$ cat config.mk
export PLATFORM = sky130hd
export DESIGN_NAME = adc_result_reg
export DESIGN_NICKNAME = d
export VERILOG_FILES = /design/src/rtl/adc_res_pkg.sv /design/src/rtl/adc_res_fmt.sv /design/src/rtl/adc_res_store.sv /design/src/rtl/adc_res_regif.sv /design/src/rtl/adc_result_reg.sv
export SDC_FILE = /design/constraint.sdc
export NUM_CORES = 1
export LEC_CHECK = 0
export CAP_MARGIN = 20
export CORE_MARGIN = 4
export CORE_UTILIZATION = 30
export DETAILED_ROUTE_END_ITERATION = 10
export PLACE_DENSITY = 0.64
export SYNTH_ARGS = -nofsm -noshare
export SYNTH_HDL_FRONTEND = slang
export SYNTH_SLANG_ARGS = --single-unit
$ cat constraint.sdc
create_clock -name clk_i -period 1.59 [get_ports clk_i]
set_input_delay 0.159 -clock clk_i [delete_from_list [all_inputs] [get_ports clk_i]]
set_output_delay 0.159 -clock clk_i [all_outputs]
set_load 0.005 [all_outputs]
$ cat src/rtl/adc_res_pkg.sv
package adc_res_pkg;
  localparam int NUM_RES = 4;
  localparam int RES_STEP = 2;
  localparam int ST_EOC = 0;
  localparam int ST_OVR = 1;

  typedef enum logic [1:0] {
    ADDR_DATA = 2'd0,
    ADDR_STAT = 2'd1
  } reg_addr_e;
endpackage

$ cat src/rtl/adc_res_fmt.sv
module adc_res_fmt #(
  parameter int DATA_W = 16,
  parameter int RAW_W  = 12
) (
  input  logic [RAW_W-1:0]  raw_i,
  input  logic [1:0]        res_i,
  input  logic              left_i,
  output logic [DATA_W-1:0] fmt_o
);
  import adc_res_pkg::*;
  localparam int HALF = DATA_W / 2;

  logic [DATA_W-1:0] cand [NUM_RES];

  // one candidate per resolution code, selected afterwards
  for (genvar k = 0; k < NUM_RES; k++) begin : g_res
    localparam int RB  = RAW_W - RES_STEP * k;
    localparam int LSH = (RB >= HALF) ? (DATA_W - RB) : (HALF - RB);
    logic [DATA_W-1:0] right_w;
    assign right_w = DATA_W'(raw_i[RB-1:0]);
    assign cand[k] = left_i ? (right_w << LSH) : right_w;
  end

  assign fmt_o = cand[res_i];
endmodule

$ cat src/rtl/adc_res_store.sv
module adc_res_store #(
  parameter int DATA_W = 16
) (
  input  logic              clk_i,
  input  logic              rst_ni,
  input  logic              conv_done_i,
  input  logic [DATA_W-1:0] fmt_i,
  input  logic              ovr_mode_i,
  input  logic              eoc_clr_i,
  input  logic              ovr_clr_i,
  output logic [DATA_W-1:0] data_o,
  output logic              eoc_o,
  output logic              ovr_o
);
  logic [DATA_W-1:0] data_q;
  logic eoc_q, ovr_q;
  logic ovr_evt, load;

  // a result consumed in this cycle is not an overrun
  assign ovr_evt = conv_done_i & eoc_q & ~eoc_clr_i;
  assign load    = conv_done_i & (ovr_mode_i | ~(ovr_q | ovr_evt));

  always_ff @(posedge clk_i or negedge rst_ni) begin
    if (!rst_ni) begin
      data_q <= '0;
      eoc_q  <= 1'b0;
      ovr_q  <= 1'b0;
    end else begin
      if (load) data_q <= fmt_i;
      if (conv_done_i)    eoc_q <= 1'b1;
      else if (eoc_clr_i) eoc_q <= 1'b0;
      if (ovr_evt)        ovr_q <= 1'b1;
      else if (ovr_clr_i) ovr_q <= 1'b0;
    end
  end

  assign data_o = data_q;
  assign eoc_o  = eoc_q;
  assign ovr_o  = ovr_q;

  p_eoc_set_r4: assert property (@(posedge clk_i) disable iff (!rst_ni)
    conv_done_i |=> eoc_q);
  p_ovr_set_r5: assert property (@(posedge clk_i) disable iff (!rst_ni)
    (conv_done_i && eoc_q && !eoc_clr_i) |=> ovr_q);
  p_keep_old_r6: assert property (@(posedge clk_i) disable iff (!rst_ni)
    (!ovr_mode_i && conv_done_i && ovr_q) |=> $stable(data_q));
  p_take_new_r7: assert property (@(posedge clk_i) disable iff (!rst_ni)
    (ovr_mode_i && conv_done_i) |=> (data_q == $past(fmt_i)));
  p_no_spurious_ovr_r8: assert property (@(posedge clk_i) disable iff (!rst_ni)
    (!ovr_clr_i && !conv_done_i) |=> (ovr_q == $past(ovr_q)));
  p_same_cycle_r9: assert property (@(posedge clk_i) disable iff (!rst_ni)
    (conv_done_i && eoc_clr_i && !ovr_q) |=> (!ovr_q && data_q == $past(fmt_i)));
endmodule

$ cat src/rtl/adc_res_regif.sv
module adc_res_regif #(
  parameter int DATA_W = 16,
  parameter int ADDR_W = 2
) (
  input  logic              req_i,
  input  logic              we_i,
  input  logic [ADDR_W-1:0] addr_i,
  input  logic [DATA_W-1:0] wdata_i,
  input  logic [DATA_W-1:0] data_i,
  input  logic              eoc_i,
  input  logic              ovr_i,
  input  logic              eoc_ie_i,
  input  logic              ovr_ie_i,
  output logic [DATA_W-1:0] rdata_o,
  output logic              eoc_clr_o,
  output logic              ovr_clr_o,
  output logic              irq_o
);
  import adc_res_pkg::*;
  logic sel_data, sel_stat, rd_data, wr_stat;

  assign sel_data = (addr_i == ADDR_W'(ADDR_DATA));
  assign sel_stat = (addr_i == ADDR_W'(ADDR_STAT));
  assign rd_data  = req_i & ~we_i & sel_data;
  assign wr_stat  = req_i & we_i & sel_stat;

  assign eoc_clr_o = rd_data | (wr_stat & wdata_i[ST_EOC]);
  assign ovr_clr_o = wr_stat & wdata_i[ST_OVR];

  always_comb begin
    rdata_o = '0;
    if (sel_data) rdata_o = data_i;
    else if (sel_stat) begin
      rdata_o[ST_EOC] = eoc_i;
      rdata_o[ST_OVR] = ovr_i;
    end
  end

  assign irq_o = (eoc_i & eoc_ie_i) | (ovr_i & ovr_ie_i);
endmodule

$ cat src/rtl/adc_result_reg.sv
module adc_result_reg #(
  parameter int DATA_W = 16,
  parameter int RAW_W  = 12,
  parameter int ADDR_W = 2
) (
  input  logic              clk_i,
  input  logic              rst_ni,
  input  logic              conv_done_i,
  input  logic [RAW_W-1:0]  conv_raw_i,
  input  logic [1:0]        res_sel_i,
  input  logic              align_left_i,
  input  logic              ovr_mode_i,
  input  logic              eoc_ie_i,
  input  logic              ovr_ie_i,
  input  logic              req_i,
  input  logic              we_i,
  input  logic [ADDR_W-1:0] addr_i,
  input  logic [DATA_W-1:0] wdata_i,
  output logic [DATA_W-1:0] rdata_o,
  output logic              irq_o
);
  logic [DATA_W-1:0] fmt_w, data_w;
  logic eoc_w, ovr_w, eoc_clr_w, ovr_clr_w;

  adc_res_fmt #(.DATA_W(DATA_W), .RAW_W(RAW_W)) u_fmt (
    .raw_i (conv_raw_i),
    .res_i (res_sel_i),
    .left_i(align_left_i),
    .fmt_o (fmt_w)
  );

  adc_res_store #(.DATA_W(DATA_W)) u_store (
    .clk_i      (clk_i),
    .rst_ni     (rst_ni),
    .conv_done_i(conv_done_i),
    .fmt_i      (fmt_w),
    .ovr_mode_i (ovr_mode_i),
    .eoc_clr_i  (eoc_clr_w),
    .ovr_clr_i  (ovr_clr_w),
    .data_o     (data_w),
    .eoc_o      (eoc_w),
    .ovr_o      (ovr_w)
  );

  adc_res_regif #(.DATA_W(DATA_W), .ADDR_W(ADDR_W)) u_regif (
    .req_i    (req_i),
    .we_i     (we_i),
    .addr_i   (addr_i),
    .wdata_i  (wdata_i),
    .data_i   (data_w),
    .eoc_i    (eoc_w),
    .ovr_i    (ovr_w),
    .eoc_ie_i (eoc_ie_i),
    .ovr_ie_i (ovr_ie_i),
    .rdata_o  (rdata_o),
    .eoc_clr_o(eoc_clr_w),
    .ovr_clr_o(ovr_clr_w),
    .irq_o    (irq_o)
  );

  p_right_high_zero_r2: assert property (@(posedge clk_i) disable iff (!rst_ni)
    (!align_left_i && res_sel_i == 2'd3) |-> (fmt_w[DATA_W-1:6] == '0));
  p_left_low_zero_r3: assert property (@(posedge clk_i) disable iff (!rst_ni)
    (align_left_i && res_sel_i == 2'd0) |-> (fmt_w[3:0] == '0));
  p_irq_quiet_r10: assert property (@(posedge clk_i) disable iff (!rst_ni)
    (!eoc_ie_i && !ovr_ie_i) |-> !irq_o);
  p_ovr_sticky_r11: assert property (@(posedge clk_i) disable iff (!rst_ni)
    (ovr_w && conv_done_i && eoc_w && !eoc_clr_w) |=> ovr_w);
endmodule

==> metrics.txt <==
# placed instances=235; Cell Area, Synth=0.001313 mm²; slowest CP cell=clkdlybuf4s50_1; Synth area leader=dfrtp_1; crit path DAT=1.35 ns; IO buf count=43; Net Sw Frac=25.76%; number of buffers created by CTS=3; starting density of the core=31.89%; floorplan row count=23; max cap viols=0; Synth area leaders=dfrtp_1, mux2i_1, mux2_4, mux2_2, and2_1; Worst Path Required=1.43 ns; detailed placement HPWL=2764 µm; H-tree levels=1; worst slew pin tran=0.3123 ns; cell count after synthesis=132; post-synthesis mux area share=20.50%; setup TNS=0 ns; clock sink count=18; worst rel slew slack=79.12%; CP startpoint=addr_i[1]; pwr/cell area=689.5 mW/mm²; critical path fanouts, max=5; Fin. Hold Viols=0; n_diodes=0; Slew Limit Fails=0; initial drt markers=40; Simple-Gate Fraction of Synth Area=20.21%; Final GP Congestion=0.8529; Comb pwr share=31.6%; final setup vio count=0; clock slew at reported path FFs=0.07 ns; P_int=1.000 mW; largest family of logic cells by synthesized area=multiplexers; # IOs=58; post-synth top area share=34.32%; Worst Reg-to-Reg Cells=4; Buf/Inv on CP=3; share of layout cells above drive strength 1=23.04%; 1st-pass router iterations=4; Startpoint Class=input pin; CTS tree=built; Layout Cells excl Fill=241; sequential share of power=41.3%; Util after Layout=47.49%; Distinct cells, synth=36; die area=0.005497 mm²; DRC Markers=0; status=finished, final reports clean; most numerous cell in the Yosys netlist=dfrtp_1; FFs w/ async S/R, synth=100.0%; initial antenna violation count=0; WL/cell=14.78 µm; XOR/XNOR Fraction of Synth Area=0%; post-route cell area=0.001954 mm²; unrepaired setup endpoints after global routing=false; Power Total=1.347 mW; Seq/Total Area, Yosys=34.32%; hold crit path type=in2async; grt ovf=0; Layout area overhead=48.90%; Leak=0.8168 nW; Vias/cell=5.054; total wire length=3561 µm; worst skew pair latency=0.25 ns; fin crit period=1.511 ns; CTS root buf=clkbuf_8; post-route ant nets=0; Setup crit end=rdata_o[2]; skew final=0.0007238 ns; P_sw=347.1 µW; core box area=0.004115 mm²; Seq cells post-synth=18; worst ir drop on vdd=480.5 µV; All-Layer GR Usage=13.51%; power share of the clock group=27.1%; Post-synth EDFFs=0; number of hold-repair buffers added at the cts stage=0; vias in the first global route=1255; Worst path top cell family by delay=buffers and inverters; r2r startpoint=u_store.ovr_o$_DFFE_PN0P_; Setup CP Type=in2out; post-placement cell area=0.001873 mm²; critical path cell sequence=dlygate4sd2_1, nor2_4, buf_6, and2_1, clkdlybuf4s50_1; R2R setup slack=0.18 ns; Worst Setup End Kind=output port; CP Depth=5; Yosys warning total=0; Post-synth top cells=dfrtp_1, and2_1, nand2_1; die width=74.15 µm; critical path's largest stage delay=0.50 ns; nets@finish=233; Die H=74.15 µm; first-pass GRT wire length=5816 µm; worst reg2reg path endpoint=u_store.data_o[0]$_DFFE_PN0P_; Compound-Gate Fraction of Synth Area=18.02%; Clock Path Buffers=2; crit share post-route=95.03%; ys flop type=dfrtp_1; Mapped Nets=173; FMAX=661.9 MHz; largest net degree at the start of global routing=19; DR vias=1218; Avg Cell Area, Syn=9.943 µm²; post-synthesis adder-cell area fraction=0%
## registers in the layout (all words and copies together) (netlist names)
register        cells
u_store.data_o     16
u_store.eoc_o       1
u_store.ovr_o       1
## power groups by stage
stage               clock [mW]  combinational [mW]  sequential, mW
CTS                      0.378               0.431           0.557
global placement             0               0.413           0.563
floorplan                    0               0.224           0.552
finish                   0.364               0.426           0.557
detailed placement           0               0.422           0.565
global route             0.406               0.466           0.565
## through the flow
| stage | hold slack [ns] | worst slack (ns) |
|---|---|---|
| after floorplan | -0.1366 | 0.1750 |
| after global placement | 0.4904 | -0.1864 |
| after detailed placement | 0.4923 | -0.1942 |
| after CTS | 0.2724 | 0.02017 |
| after global routing | 0.2813 | 0.01980 |
| final | 0.2607 | 0.07910 |
## layout make-up
type	instances	area (µm²)
Fill cell	387	2161
Inverter	5	18.77
Tap cell	50	62.56
Sequential cell	18	450.4
Clock buffer	4	55.05
Timing Repair Buffer	62	589.3
Multi-Input combinational cell	102	778.2
## routing by layer
metal  GRT usage (%)  vias up  share of wire [%]
met5               0        -                  0
met4           1.811        0               0.76
met3           3.108        4                6.3
met2           23.92       44                 48
met1           17.16      568                 45
li1                -      602                  -
## worst min path at each step
stage	start	endpoint	depth (start not counted)
6_report	rst_ni	u_store.data_o[12]$_DFFE_PN0P_	2
5_1_grt	rst_ni	u_store.data_o[12]$_DFFE_PN0P_	2
4_1_cts	rst_ni	u_store.data_o[14]$_DFFE_PN0P_	2
3_5_place_dp	u_store.data_o[10]$_DFFE_PN0P_	u_store.data_o[10]$_DFFE_PN0P_	1
3_3_place_gp	u_store.data_o[11]$_DFFE_PN0P_	u_store.data_o[11]$_DFFE_PN0P_	1
2_1_floorplan	rst_ni	u_store.data_o[0]$_DFFE_PN0P_	0
## cells in the final DEF, fill, tap and decap left out
cell type         n
a21o_2            1
a21oi_1           3
a22o_1            1
a22oi_1           6
a31oi_1           2
a32o_1            1
a41oi_1           2
and2_1           11
and3_4            1
buf_12            1
buf_4            16
buf_6             2
clkbuf_2          1
clkbuf_8          4
clkdlybuf4s50_1  40
clkinv_1          1
dfrtp_1          18
dlygate4sd2_1     1
dlymetal6s2s_1    1
inv_1             4
mux2_2            7
mux2_4            6
mux2i_1          10
nand2_1          11
nand2b_1          2
nand3_1           6
nand4_1           1
nor2_1            7
nor2_4            1
nor2b_1           5
nor2b_4           1
nor3_1            4
o211ai_1          1
o21ai_0           1
o21ai_2           1
o21ai_4           2
o22ai_1           2
o2bb2ai_1         4
o32ai_1           2
## repair_timing
item                       CTS  global route
setup buffers                0             1
cloned                       1             0
gates resized for setup      8             3
setup endpoints to repair   16             9
pin swaps                    1             1
## cells by family (layout without fill, tap and decap cells)
group                  after synthesis  after routing
AND/OR/NAND/NOR                     50             50
AO/OA/AOI/OAI                       29             29
multiplexers                        23             23
flip-flops                          18             18
buffers and inverters               12             71
No activity file was read; power rests on OpenSTA's default activity.
